File: config.mk
export PLATFORM = sky130hd
export DESIGN_NAME = cadc_regbank
export DESIGN_NICKNAME = d
export VERILOG_FILES = /design/src/rtl/cadc_pkg.sv /design/src/rtl/cadc_cfg_regs.sv /design/src/rtl/cadc_conv_ctrl.sv /design/src/rtl/cadc_guard.sv /design/src/rtl/cadc_regbank.sv
export SDC_FILE = /design/constraint.sdc
export NUM_CORES = 1
export LEC_CHECK = 0
export ABC_AREA = 1
export BUFFER_PORTS_ARGS = -buffer_cell sky130_fd_sc_hd__buf_2
export CORE_ASPECT_RATIO = 0.6
export CORE_MARGIN = 5
export CORE_UTILIZATION = 55
export CTS_BUF_LIST = sky130_fd_sc_hd__clkbuf_4
export DETAILED_ROUTE_END_ITERATION = 16
export PLACE_DENSITY_LB_ADDON = 0.3
export SETUP_SLACK_MARGIN = 0.05
export SLEW_MARGIN = 20
export SYNTH_ARGS = -nofsm -noshare
export SYNTH_HDL_FRONTEND = slang
export SYNTH_HIERARCHICAL = 1
export SYNTH_SLANG_ARGS = --single-unit
File: constraint.sdc
create_clock -name clk -period 3 [get_ports clk]
set_clock_uncertainty 0.05 [all_clocks]
set_input_delay 0.15 -clock clk [delete_from_list [all_inputs] [get_ports clk]]
set_output_delay 0.15 -clock clk [all_outputs]
set_load 0.02 [all_outputs]
File: src/rtl/cadc_pkg.sv
package cadc_pkg;
  localparam int ADDR_W = 8;
  localparam int DATA_W = 8;

  localparam logic [ADDR_W-1:0] A_REV     = 8'h01;
  localparam logic [ADDR_W-1:0] A_TYPE    = 8'h04;
  localparam logic [ADDR_W-1:0] A_SUBTYPE = 8'h05;
  localparam logic [ADDR_W-1:0] A_STATUS  = 8'h08;
  localparam logic [ADDR_W-1:0] A_MODE    = 8'h40;
  localparam logic [ADDR_W-1:0] A_ENABLE  = 8'h46;
  localparam logic [ADDR_W-1:0] A_CHAN    = 8'h48;
  localparam logic [ADDR_W-1:0] A_DECIM   = 8'h50;
  localparam logic [ADDR_W-1:0] A_SETTLE  = 8'h51;
  localparam logic [ADDR_W-1:0] A_REQ     = 8'h52;
  localparam logic [ADDR_W-1:0] A_AVGN    = 8'h5A;
  localparam logic [ADDR_W-1:0] A_AVGEN   = 8'h5B;
  localparam logic [ADDR_W-1:0] A_RES_LO  = 8'h60;
  localparam logic [ADDR_W-1:0] A_RES_HI  = 8'h61;
  localparam logic [ADDR_W-1:0] A_KEY     = 8'hD0;
  localparam logic [ADDR_W-1:0] A_PROT    = 8'hDA;

  localparam logic [DATA_W-1:0] ID_REV     = 8'h01;
  localparam logic [DATA_W-1:0] ID_TYPE    = 8'h08;
  localparam logic [DATA_W-1:0] ID_SUBTYPE = 8'h03;
  localparam logic [DATA_W-1:0] KEY_VALUE  = 8'hA5;
endpackage

File: src/rtl/cadc_cfg_regs.sv
module cadc_cfg_regs
  import cadc_pkg::*;
#(
  parameter int CH_W = 3,
  parameter logic [(1<<CH_W)-1:0] CH_OK_MASK = 8'b0110_1011
) (
  input  logic              clk,
  input  logic              rst_n,
  input  logic              wr_en,
  input  logic [ADDR_W-1:0] addr,
  input  logic [DATA_W-1:0] wdata,
  output logic [DATA_W-1:0] mode_q,
  output logic [DATA_W-1:0] decim_q,
  output logic [DATA_W-1:0] settle_q,
  output logic [DATA_W-1:0] avgn_q,
  output logic              avgen_q,
  output logic [CH_W-1:0]   chan_q
);
  localparam int NCH = 1 << CH_W;

  logic [DATA_W-1:0] mode_d, decim_d, settle_d, avgn_d;
  logic              avgen_d;
  logic [CH_W-1:0]   chan_d;
  logic              chan_ok;

  always_comb begin
    chan_ok = (32'(wdata) < NCH) && CH_OK_MASK[wdata[CH_W-1:0]];
  end

  always_comb begin
    mode_d   = mode_q;
    decim_d  = decim_q;
    settle_d = settle_q;
    avgn_d   = avgn_q;
    avgen_d  = avgen_q;
    chan_d   = chan_q;
    if (wr_en) begin
      case (addr)
        A_MODE:   mode_d   = wdata;
        A_DECIM:  decim_d  = wdata;
        A_SETTLE: settle_d = wdata;
        A_AVGN:   avgn_d   = wdata;
        A_AVGEN:  avgen_d  = wdata[DATA_W-1];
        A_CHAN:   if (chan_ok) chan_d = wdata[CH_W-1:0];
        default: ;
      endcase
    end
  end

  always_ff @(posedge clk or negedge rst_n) begin
    if (!rst_n) begin
      mode_q   <= '0;
      decim_q  <= '0;
      settle_q <= '0;
      avgn_q   <= '0;
      avgen_q  <= 1'b0;
      chan_q   <= '0;
    end else if (wr_en) begin
      mode_q   <= mode_d;
      decim_q  <= decim_d;
      settle_q <= settle_d;
      avgn_q   <= avgn_d;
      avgen_q  <= avgen_d;
      chan_q   <= chan_d;
    end
  end
endmodule

File: src/rtl/cadc_conv_ctrl.sv
module cadc_conv_ctrl #(
  parameter int CODE_W = 16,
  parameter int AVG_W  = 3
) (
  input  logic              clk,
  input  logic              rst_n,
  input  logic              en_wr,
  input  logic              en_bit,
  input  logic              req_wr,
  input  logic [AVG_W-1:0]  avg_log2,
  input  logic              conv_done,
  input  logic [CODE_W-1:0] conv_code,
  output logic              en_q,
  output logic              pend_q,
  output logic              eoc_q,
  output logic [CODE_W-1:0] result_q,
  output logic              conv_start,
  output logic              irq
);
  localparam int MAXN  = (1 << AVG_W) - 1;
  localparam int CNT_W = MAXN + 1;
  localparam int ACC_W = CODE_W + MAXN;

  logic              en_d, pend_d, eoc_d, start_d, irq_d;
  logic [CODE_W-1:0] result_d;
  logic [ACC_W-1:0]  acc_q, acc_d, sum;
  logic [CNT_W-1:0]  cnt_q, cnt_d, last_idx;
  logic [AVG_W-1:0]  n_q, n_d;

  always_comb begin
    sum      = acc_q + ACC_W'(conv_code);
    last_idx = (CNT_W'(1) << n_q) - CNT_W'(1);
  end

  always_comb begin
    en_d     = en_q;
    pend_d   = pend_q;
    eoc_d    = eoc_q;
    result_d = result_q;
    acc_d    = acc_q;
    cnt_d    = cnt_q;
    n_d      = n_q;
    start_d  = 1'b0;
    irq_d    = 1'b0;
    if (en_wr && !en_bit) begin
      en_d   = 1'b0;
      pend_d = 1'b0;
      eoc_d  = 1'b0;
    end else begin
      if (en_wr) en_d = 1'b1;
      if (req_wr && en_q && !pend_q) begin
        pend_d  = 1'b1;
        eoc_d   = 1'b0;
        acc_d   = '0;
        cnt_d   = '0;
        n_d     = avg_log2;
        start_d = 1'b1;
      end else if (pend_q && conv_done) begin
        if (cnt_q == last_idx) begin
          pend_d   = 1'b0;
          eoc_d    = 1'b1;
          irq_d    = 1'b1;
          result_d = CODE_W'(sum >> n_q);
        end else begin
          acc_d   = sum;
          cnt_d   = cnt_q + CNT_W'(1);
          start_d = 1'b1;
        end
      end
    end
  end

  always_ff @(posedge clk or negedge rst_n) begin
    if (!rst_n) begin
      en_q       <= 1'b0;
      pend_q     <= 1'b0;
      eoc_q      <= 1'b0;
      result_q   <= '0;
      acc_q      <= '0;
      cnt_q      <= '0;
      n_q        <= '0;
      conv_start <= 1'b0;
      irq        <= 1'b0;
    end else begin
      en_q       <= en_d;
      pend_q     <= pend_d;
      eoc_q      <= eoc_d;
      result_q   <= result_d;
      acc_q      <= acc_d;
      cnt_q      <= cnt_d;
      n_q        <= n_d;
      conv_start <= start_d;
      irq        <= irq_d;
    end
  end
endmodule

File: src/rtl/cadc_guard.sv
module cadc_guard
  import cadc_pkg::*;
(
  input  logic              clk,
  input  logic              rst_n,
  input  logic              wr_en,
  input  logic [ADDR_W-1:0] addr,
  input  logic [DATA_W-1:0] wdata,
  output logic              armed_q,
  output logic [DATA_W-1:0] prot_q
);
  logic              armed_d;
  logic [DATA_W-1:0] prot_d;

  always_comb begin
    armed_d = armed_q;
    prot_d  = prot_q;
    if (wr_en) begin
      armed_d = (addr == A_KEY) && (wdata == KEY_VALUE);
      if (addr == A_PROT && armed_q) prot_d = wdata;
    end
  end

  always_ff @(posedge clk or negedge rst_n) begin
    if (!rst_n) begin
      armed_q <= 1'b0;
      prot_q  <= '0;
    end else if (wr_en) begin
      armed_q <= armed_d;
      prot_q  <= prot_d;
    end
  end
endmodule

File: src/rtl/cadc_regbank.sv
module cadc_regbank
  import cadc_pkg::*;
#(
  parameter int CODE_W = 16,
  parameter int AVG_W  = 3,
  parameter int CH_W   = 3
) (
  input  logic              clk,
  input  logic              rst_n,
  input  logic              wr_en,
  input  logic [ADDR_W-1:0] addr,
  input  logic [DATA_W-1:0] wdata,
  output logic [DATA_W-1:0] rdata,
  output logic              conv_start,
  input  logic              conv_done,
  input  logic [CODE_W-1:0] conv_code,
  output logic              irq
);
  logic [DATA_W-1:0] mode_q, decim_q, settle_q, avgn_q, prot_q;
  logic              avgen_q, en_q, pend_q, eoc_q, armed_q;
  logic [CH_W-1:0]   chan_q;
  logic [CODE_W-1:0] result_q;
  logic [AVG_W-1:0]  avg_log2;
  logic              en_wr, req_wr;

  always_comb begin
    en_wr    = wr_en && (addr == A_ENABLE);
    req_wr   = wr_en && (addr == A_REQ) && wdata[DATA_W-1];
    avg_log2 = avgen_q ? avgn_q[AVG_W-1:0] : '0;
  end

  cadc_cfg_regs #(.CH_W(CH_W)) u_cfg (
    .clk(clk), .rst_n(rst_n), .wr_en(wr_en), .addr(addr), .wdata(wdata),
    .mode_q(mode_q), .decim_q(decim_q), .settle_q(settle_q),
    .avgn_q(avgn_q), .avgen_q(avgen_q), .chan_q(chan_q)
  );

  cadc_conv_ctrl #(.CODE_W(CODE_W), .AVG_W(AVG_W)) u_ctrl (
    .clk(clk), .rst_n(rst_n), .en_wr(en_wr), .en_bit(wdata[DATA_W-1]),
    .req_wr(req_wr), .avg_log2(avg_log2), .conv_done(conv_done),
    .conv_code(conv_code), .en_q(en_q), .pend_q(pend_q), .eoc_q(eoc_q),
    .result_q(result_q), .conv_start(conv_start), .irq(irq)
  );

  cadc_guard u_guard (
    .clk(clk), .rst_n(rst_n), .wr_en(wr_en), .addr(addr), .wdata(wdata),
    .armed_q(armed_q), .prot_q(prot_q)
  );

  always_comb begin
    case (addr)
      A_REV:     rdata = ID_REV;
      A_TYPE:    rdata = ID_TYPE;
      A_SUBTYPE: rdata = ID_SUBTYPE;
      A_STATUS:  rdata = {1'b0, mode_q[5:3], 2'b00, pend_q, eoc_q};
      A_MODE:    rdata = mode_q;
      A_ENABLE:  rdata = {en_q, 7'b0};
      A_CHAN:    rdata = DATA_W'(chan_q);
      A_DECIM:   rdata = decim_q;
      A_SETTLE:  rdata = settle_q;
      A_REQ:     rdata = {pend_q, 7'b0};
      A_AVGN:    rdata = avgn_q;
      A_AVGEN:   rdata = {avgen_q, 7'b0};
      A_RES_LO:  rdata = result_q[7:0];
      A_RES_HI:  rdata = result_q[15:8];
      A_PROT:    rdata = prot_q;
      default:   rdata = '0;
    endcase
  end
endmodule

# After elaboration in Yosys (flattened, before gate mapping)
# Memories as Yosys holds them, arrays and structs flattened.
# Cells that the tools add are included.
[word_totals]
reg_bits = 100
mem_bits_ro = 8
out_inout_bits = 10
word_cells = 100
n_memories = 1
[memory_table]
columns = ["memory", "words", "width", "read_ports", "rd_ports_with_merged_regs", "write_ports", "line_no", "rtl"]
rows = [
  ["(name not given)", 8, 1, 1, 0, 0, "cadc_cfg_regs.sv:27", "chan_ok = (32'(wdata) < NCH) && CH_OK_MASK[wdata[CH_W-1:0]];"],
]
[op_classes]
add_sub_neg = 3
n_lt_le_gt_ge = 2
n_eq_ne = 19
shifts = 2
n_mux = 27
bitwise = 2
reduce_logical = 27
[op_table]
columns = ["op", "count"]
rows = [
  ["one-hot mux 8 bit (15 select lines)", 1],
  ["== test 8 x 7 -> 1 bit, second input constant", 10],
  ["2-to-1 mux 23 bit", 3],
  ["== test 8 bit, second input constant", 3],
  ["2-to-1 mux 8 bit", 3],
  ["adder 23 x 16 -> 23 bit", 1],
  [">> shifter 23 x 3 -> 16 bit", 1],
  ["2-to-1 mux 1 bit", 19],
  ["== test 8 x 3 -> 1 bit, second input constant", 2],
  ["AND reduction 2 bit", 8],
  ["logical AND 1 bit", 10],
  ["adder 8 x 1 -> 8 bit, second input constant", 1],
  ["== test 8 x 1 -> 1 bit, second input constant", 1],
  ["== test 8 x 4 -> 1 bit, second input constant", 1],
  ["== test 8 bit", 1],
  ["less-than comparator 8 x 4 -> 1 bit, second input constant", 1],
  ["<< shifter 1 x 3 -> 8 bit, first input constant", 1],
  ["subtractor 8 x 2 -> 8 bit, second input constant", 1],
  ["AND reduction 3 bit", 2],
  ["nonzero test 3 bit", 2],
  ["less-than comparator 3 x 4 -> 1 bit, second input constant", 1],
  ["AND reduction 4 bit", 1],
  ["nonzero test 2 bit", 2],
  ["2-to-1 mux 3 bit", 1],
  ["other kinds (3)", 5],
]

# Longest topological paths before layout
# Gate-level depths: netlist (run 1).
[depth]
ltp_word = 7
depth_mapped = 18
ltp_nobuf = 18

# Hierarchy
# Netlist (run 1), hierarchy kept.
[modules_own_cells]
columns = ["mod", "n_inst", "cells_per_inst", "area_per_inst_um2"]
rows = [
  ["cadc_conv_ctrl", 1, 695, 4423.0],
  ["cadc_cfg_regs", 1, 163, 1616.6],
  ["cadc_regbank", 1, 192, 900.9],
  ["cadc_guard", 1, 60, 504.2],
]

# Worst setup path before layout (run 1)
# Ideal clock, no wire load.
[synth_path]
kind = "register to register"
from = "register u_ctrl.n_q[2]"
to = "register u_ctrl.result_q[14]"
arrival_ps = 2302
required_time_ps = 2833
slack_ps = 531
stages_incl_launch_ff = 15
path_cell_list = "dfrtp_1 inv_4 clkbuf_1 nand2_1 ha_1 xnor2_1 xor2_1 nand3_1 nor2_1 nand4_1 nor2_2 buf_4 nand3_1 nor2_1 nor2_1"
[synth_between]
elab_chain_cells = 4
[synth_rtl]
columns = ["element", "line_no", "rtl"]
rows = [
  ["from (decl)", "cadc_conv_ctrl.sv:28", "logic [AVG_W-1:0] n_q, n_d;"],
  ["from (signal assigned)", "cadc_conv_ctrl.sv:91", "n_q <= n_d;"],
  ["<< shifter 1 x 3 -> 8 bit", "cadc_conv_ctrl.sv:32", "last_idx = (CNT_W'(1) << n_q) - CNT_W'(1);"],
  ["subtractor 8 x 2 -> 8 bit", "cadc_conv_ctrl.sv:32", ""],
  ["== test 8 bit", "cadc_conv_ctrl.sv:59", "if (cnt_q == last_idx) begin"],
  ["AND reduction 4 bit (no source line)", "--", ""],
  ["to (signal assigned)", "cadc_conv_ctrl.sv:88", "result_q <= result_d;"],
  ["to (decl)", "cadc_conv_ctrl.sv:16", "output logic [CODE_W-1:0] result_q,"],
]
# Several ways; a longest one is shown, not always the timed one.
# A chain may end at the register's enable or synchronous reset.

# Worst setup path in the final report (run 1)
[layout_path]
from = "register u_ctrl.acc_q[8]"
to = "register u_ctrl.result_q[8]"
[layout_between]
elab_chain_cells = 2
[layout_rtl]
columns = ["element", "line_no", "rtl"]
rows = [
  ["from (decl)", "cadc_conv_ctrl.sv:26", "logic [ACC_W-1:0] acc_q, acc_d, sum;"],
  ["from (signal assigned)", "cadc_conv_ctrl.sv:79", "acc_q <= '0;"],
  ["from (signal assigned)", "cadc_conv_ctrl.sv:89", "acc_q <= acc_d;"],
  ["adder 23 x 16 -> 23 bit", "cadc_conv_ctrl.sv:31", "sum = acc_q + ACC_W'(conv_code);"],
  [">> shifter 23 x 3 -> 16 bit", "cadc_conv_ctrl.sv:63", "result_d = CODE_W'(sum >> n_q);"],
]
# No other way between the ends.

==> metrics.txt, run 1 <==
Critical Path Start Type=register; floorplan row count=32; run status=completed; dpl hpwl=approximately 17 mm; antenna cell count=0; post-synth net total=between 1000 and 1500; GRT overflow=0; layout cells sized above 1=0.134; Final #Nets=around 1200; CTS Buf Count=9; initial antenna violation count=0; Vias/cell=between 5 and 6; final hold vios=0; Most used DFF post-synth=dfrtp_1; Data arrival, critical path=approximately 3.2 ns; placed cell count=about 1300; Finished Layout Cells=approximately 1300; Required @ worst endpoint=around 3.4 ns; synth cell count leaders=nand2_1, nand3_1, inv_1; Async SR Flop Fraction=1.00; die width=around 160 microns; syn avg cell area=6.71 sq um; Layout Area Growth over Synthesis=8.62%; final critical-path required period=between 2 and 3 ns; critical path class=reg -> reg; DRC=0; post-synth top area share=0.336; worst r2r src=u_ctrl/acc_q[8]; worst-margin pin slew=between 0.8 and 0.9 ns; Post-DRT Antenna Nets=0; Max Freq=~360 MHz; crit path setup slack, layout=0.217 ns; maxcap violations=0; Yosys warning total=6; flop-to-flop setup slack=0.22 ns; pre-CTS WS=roughly 0.23 ns; Syn Inst Count=approximately 1100; initial DRC count=940; Max-slew headroom=0.460; hold_sp=addr[7]; worst hold-check path type=in -> reg; R2R depth=13; final wirelength=21.4 mm; synth unique cells=42; power density cells=647 mW/mm^2; worst vdd ir=0.000388 V; fin. max-slew vios=0; die height=around 100 microns; LEAKAGE=about 0.0043 uW; number of flops mapped to enable cells by yosys=0; TritonCTS clock tree=done; RSZ-0062 raised after global routing=no; Worst Hold End=u_guard/armed_q; port buffer count=45; initial core utilization=0.570; worst hold path cell count=5; Max clock buf depth=2; fill cell count=1235; CP endpoint kind=register; Tot GR Track Use=0.270; Tcrit/Tclk final=0.928; Critical R2R Capture=u_ctrl/result_q[8]; I/O Pins=46; Syn Std Cell Area=0.00744 sq mm; DRT Pass-1 Iters=6; top-count cell post-synth=nand2_1; post-synth top area cell=dfrtp_1; sequential cell area fraction in the yosys report=0.336; Final GP Congestion=about 1.0; WL/cell=16.0 microns; Sink Count=100; clock latency on the worst-skew pair=between 0.4 and 0.5 ns; Die ar.=between 0.015 and 0.02 sq mm; final setup TNS=0 ns; vias in the first global route=~6700; first-pass GRT wire length=34.9 mm; hold_ws=about 0.039 ns; largest net degree at the start of global routing=roughly 100; core area=0.0131 sq mm; clock slew at reported path FFs=0.19 ns; Critical Path Fanout Max=4; DR vias=7544; Area contributors post-synth=dfrtp_1, nand2_1, nand3_1; Final setup viols=0; CTS Root Cell=clkbuf_4; post-CTS setup buffers=0; number of synthesized register bits=100; H-tree levels=3
-- how the worst max path moves through the flow --
| stage | startpoint | endpoint | slack, ns | cells past startpoint |
|---|---|---|---|---|
| 6_report | u_ctrl/acc_q[8] | u_ctrl/result_q[8] | 0.22 | 13 |
| 5_1_grt | u_ctrl/n_q[0] | u_ctrl/acc_q[14] | 0.07 | 13 |
| 4_1_cts | u_ctrl/n_q[0] | u_ctrl/cnt_q[3] | 0.20 | 13 |
| 3_5_place_dp | u_ctrl/n_q[0] | u_ctrl/cnt_q[3] | 0.23 | 13 |
| 3_3_place_gp | u_ctrl/acc_q[0] | u_ctrl/result_q[4] | 0.35 | 15 |
| 2_1_floorplan | u_ctrl/n_q[2] | u_ctrl/result_q[14] | 0.53 | 14 |
-- power breakdown --
part / switching (uW) / internal, uW / leakage [uW]
Clock: 568 / 206 / 0.0000822
Sequential: 200 / 1570 / 0.00132
Combinational: 1800 / 891 / 0.00295
-- what timing repair did --
item	CTS	global route
gates resized for setup	0	5
hold endpoints to repair	112	0
endpoints found under the setup margin	0	20
hold buffers	8	0
-- critical path, stage by stage, from the launching register on --
cell	delay, ns
dfrtp_1	0.44
ha_1	0.38
nand2_1	0.17
nor2_1	0.44
nand3_1	0.22
nand3_1	0.26
nand2_1	0.12
nand2_1	0.11
nand2_1	0.07
nand3_1	0.10
nand2_1	0.09
o21ai_0	0.15
nand2_1	0.07
nand2_1	0.06
-- state kept, by name (all words and copies together) (netlist names), 8 cells and up --
signal and cells:
u_cfg/settle_q 8, u_ctrl/acc_q 23, u_ctrl/result_q 16, u_guard/prot_q 8, u_cfg/avgn_q 8, u_ctrl/cnt_q 8, u_cfg/decim_q 8, u_cfg/mode_q 8
-- routing by layer --
layer | routed length, microns | GRT usage | up-vias
li1 | - | - | 3687
met3 | 2980 | 0.0829 | 23
met4 | 180 | 0.0390 | 0
met1 | 10400 | 0.441 | 3436
met5 | 0 | 0 | -
met2 | 7890 | 0.349 | 398
-- cell type report --
cell class	count	area, sq um	area share
clock inverter	7	91.3	0.0113
tap	170	213	0.0263
multi-input combinational	854	4270	0.528
timing repair buffer	72	463	0.0572
sequential	100	2500	0.309
clock buffer	9	67.6	0.00836
inverter	127	483	0.0597
-- cells by family (layout without fill, tap and decap cells) --
group | Yosys count | after routing | share of synthesized area
buffers and inverters | 156 | 215 | 0.0934
xor gates and xnor gates | 16 | 16 | 0.0198
adders and majority gates | 20 | 20 | 0.0346
AOI/OAI and AO/OA | 99 | 99 | 0.0818
DFF | 100 | 100 | 0.336
and+or+nand+nor | 719 | 719 | 0.434
-- per-stage QoR --
step	cell area (sq um)	power (uW)	utilization
after floorplan	7440	3680	-
after global placement	7830	4320	0.600
after detailed placement	7830	4350	0.600
after CTS	8070	5150	0.618
after global routing	8090	5650	0.620
final	8090	5240	0.620
-- cell usage in the layout (no fill, tap or decap), drive strengths merged, types with 18 or more instances in the layout --
cell,instances
nor2,112
a21oi,18
o21ai,65
nand4,24
buf,64
nand2,398
nand3,166
dfrtp,100
ha,19
inv,128
No activity file was read; power rests on OpenSTA's default activity.
==> run 2, diff against run 1 <==
--- a/config.mk
+++ b/config.mk
@@ -9,8 +9,8 @@
 export BUFFER_PORTS_ARGS = -buffer_cell sky130_fd_sc_hd__buf_2
 export CORE_ASPECT_RATIO = 0.6
 export CORE_MARGIN = 5
-export CORE_UTILIZATION = 55
-export CTS_BUF_LIST = sky130_fd_sc_hd__clkbuf_4
+export CORE_UTILIZATION = 45
+export CTS_BUF_LIST = sky130_fd_sc_hd__clkbuf_8
 export DETAILED_ROUTE_END_ITERATION = 16
 export PLACE_DENSITY_LB_ADDON = 0.3
 export SETUP_SLACK_MARGIN = 0.05
==> run 2 against run 1 <==
Utilization shrank 12 points; worst setup slack improved by 0.031 ns; non-clock buffer count down 10; register-to-register slack gained 0.03 ns; wire length grew 0.44%; clock power increased by 19%; largest power group unchanged; hold slack got worse by 0.026 ns; sequential power hardly changed; critical path type unchanged; via count shrank 2.6%; highest routed layer unchanged.
==> metrics.txt, run 2 (synthesis results as in run 1) <==
Final #Nets=1210 (-0.82%); dpl hpwl=16.9 mm (+2.0%); worst hold-check path type=in -> reg; power density cells=660 mW/mm^2 (+2.0%); most common cell after layout, fill and taps aside=nand2_1; Critical Path Most Common Cell=nand2_1; Largest regs=u_ctrl/acc_q (23), u_ctrl/result_q (16); RSZ-0062 raised after global routing=yes; WL/cell=15.7 microns (-1.7%); fin. max-slew vios=0 (unchanged); GRT overflow=0 (unchanged); Max clock buf depth=2 (unchanged); floorplan row count=36 (+13%); DR vias=7351 (-2.6%); maxcap violations=0 (unchanged); vias in the first global route=6632 (-1.4%); port buffer count=45 (unchanged); Final setup viols=0 (unchanged); Post-DRT Antenna Nets=0 (unchanged); most frequent cells in the layout=nand2_1, nand3_1, inv_1, dfrtp_1, nor2_1; layout cells sized above 1=0.130 (-0.00402); CTS Buf Count=9 (unchanged); final setup TNS=0 ns (unchanged); largest net degree at the start of global routing=53 (-48%); initial antenna violation count=0 (unchanged); LEAKAGE=0.00432 uW (-0.54%); Vias/cell=5.37 (-4.6%); Tot GR Track Use=0.228 (-0.0423); worst vdd ir=0.000344 V (-11%); max FFs per register=23 (unchanged); CP endpoint kind=register; Worst path slowest cell=fa_1; initial DRC count=769 (-18%); Required @ worst endpoint=3.28 ns (-0.10 ns); fill cell count=1675 (+36%); Sink Count=100 (unchanged); clock slew at reported path FFs=0.12 ns (-0.07 ns); slowest stage delay, CP=0.40 ns (-0.04 ns); core area=0.0162 sq mm (+24%); hold_ws=0.0132 ns (-0.0258 ns); Die ar.=0.0193 sq mm (+20%); Final GP Congestion=0.982 (-6.2%); largest register by flop count=u_ctrl/acc_q; initial core utilization=0.459 (-0.111); die width=176 microns (+9.9%); DRT Pass-1 Iters=5 (-1); Critical Path Fanout Max=4 (unchanged); post-CTS setup buffers=0 (unchanged); I/O Pins=46 (unchanged); TritonCTS clock tree=done; H-tree levels=3 (unchanged); first-pass GRT wire length=34.9 mm (unchanged); Critical Path Start Type=register; CTS Root Cell=clkbuf_8; DRC=0 (unchanged); critical path class=reg -> reg; Max Freq=363 MHz (+1.1%); clock latency on the worst-skew pair=0.39 ns (-0.10 ns); Layout Area Growth over Synthesis=8.49%; run status=completed; antenna cell count=0 (unchanged); final critical-path required period=2.75 ns (-0.0309 ns); Max-slew headroom=0.510 (+0.0502); worst path cell trace=ha_2 -> inv_1 -> fa_1 -> inv_1 -> nand3_1 -> nand2_1 -> nand2_1 -> nand2_1 -> xor2_1 -> o21ai_0 -> o211ai_1 -> nand3_1 -> nand2_1; Data arrival, critical path=3.04 ns (-0.13 ns); final hold vios=0 (unchanged); final wirelength=21.5 mm (+0.44%); Tcrit/Tclk final=0.917 (-0.0103); worst-margin pin slew=0.735 ns (-0.0723 ns); die height=110 microns (+9.5%)
==> run 2: changes by cell type in the layout (fill, tap and decap cells not counted), sizes merged <==
cell / change
clkinv: -2
dlygate4sd3: -7
buf: -3
inv: +2
==> run 2: metal layers <==
metal / vias up / GRT usage / wire [microns]
met4: 0 / 0.0345 / 170
li1: 3668 / - / -
met3: 19 / 0.0670 / 2220
met2: 268 / 0.298 / 7980
met1: 3396 / 0.368 / 11200
met5: - / 0 / 0
==> run 2: what timing repair did <==
| item | 4_1_cts | 5_1_grt |
|---|---|---|
| endpoints found under the setup margin | 0 | 5 |
| hold endpoints to repair | 51 | 0 |
| gates resized for setup | 0 | 1 |
| hold buffers | 1 | 0 |
==> run 2: layout make-up <==
type	count	area, sq um	area share
clock buffers	9	124	0.0153
clock inverters	7	86.3	0.0107
inverters	127	483	0.0598
multi-input cells	854	4250	0.526
flip-flops and latches	100	2500	0.310
well taps	209	262	0.0324
repair buffers	62	370	0.0459
==> run 2: through the flow <==
stage | instances | area, sq um | utilization | worst slack (ns) | power, uW
floorplan | 1110 | 7440 | - | 0.531 | 3680
global placement | 1351 | 7850 | 0.484 | 0.323 | 4330
detailed placement | 1351 | 7850 | 0.484 | 0.342 | 4350
CTS | 1368 | 8070 | 0.498 | 0.310 | 5290
global route | 1368 | 8080 | 0.498 | 0.0232 | 5790
finish | 1368 | 8080 | 0.498 | 0.248 | 5330
==> run 2: worst paths after layout <==
check | from | cells after the start | end | slack [ns]
worst min-delay path | wdata[4] | 3 | u_guard/prot_q[4] | 0.01
worst max register to register | u_ctrl/acc_q[0] | 13 | u_ctrl/result_q[3] | 0.25
worst min register to register | u_ctrl/result_q[3] | 2 | u_ctrl/result_q[3] | 0.44
max in group asynchronous | rst_n | 3 | u_cfg/mode_q[0] | 1.90
min in group asynchronous | rst_n | 2 | u_ctrl/acc_q[4] | 0.28
worst max-delay path | u_ctrl/acc_q[0] | 13 | u_ctrl/result_q[3] | 0.25
==> run 2: power breakdown <==
group | internal (uW) | switching, uW | total, uW
registers | 1570 | 202 | 1780
clock network | 341 | 582 | 923
logic | 872 | 1760 | 2630
total | 2790 | 2550 | 5330
==> run 2: critical path, delay by kind of cell, from the launching register on <==
kind,cells,cell delay [ns]
XOR/XNOR,1,0.33
flip-flops,1,0.37
AND/OR/NAND/NOR,6,0.74
AO/OA/AOI/OAI,2,0.37
adder cells (fa/ha/maj),2,0.63
buffers and inverters,2,0.20
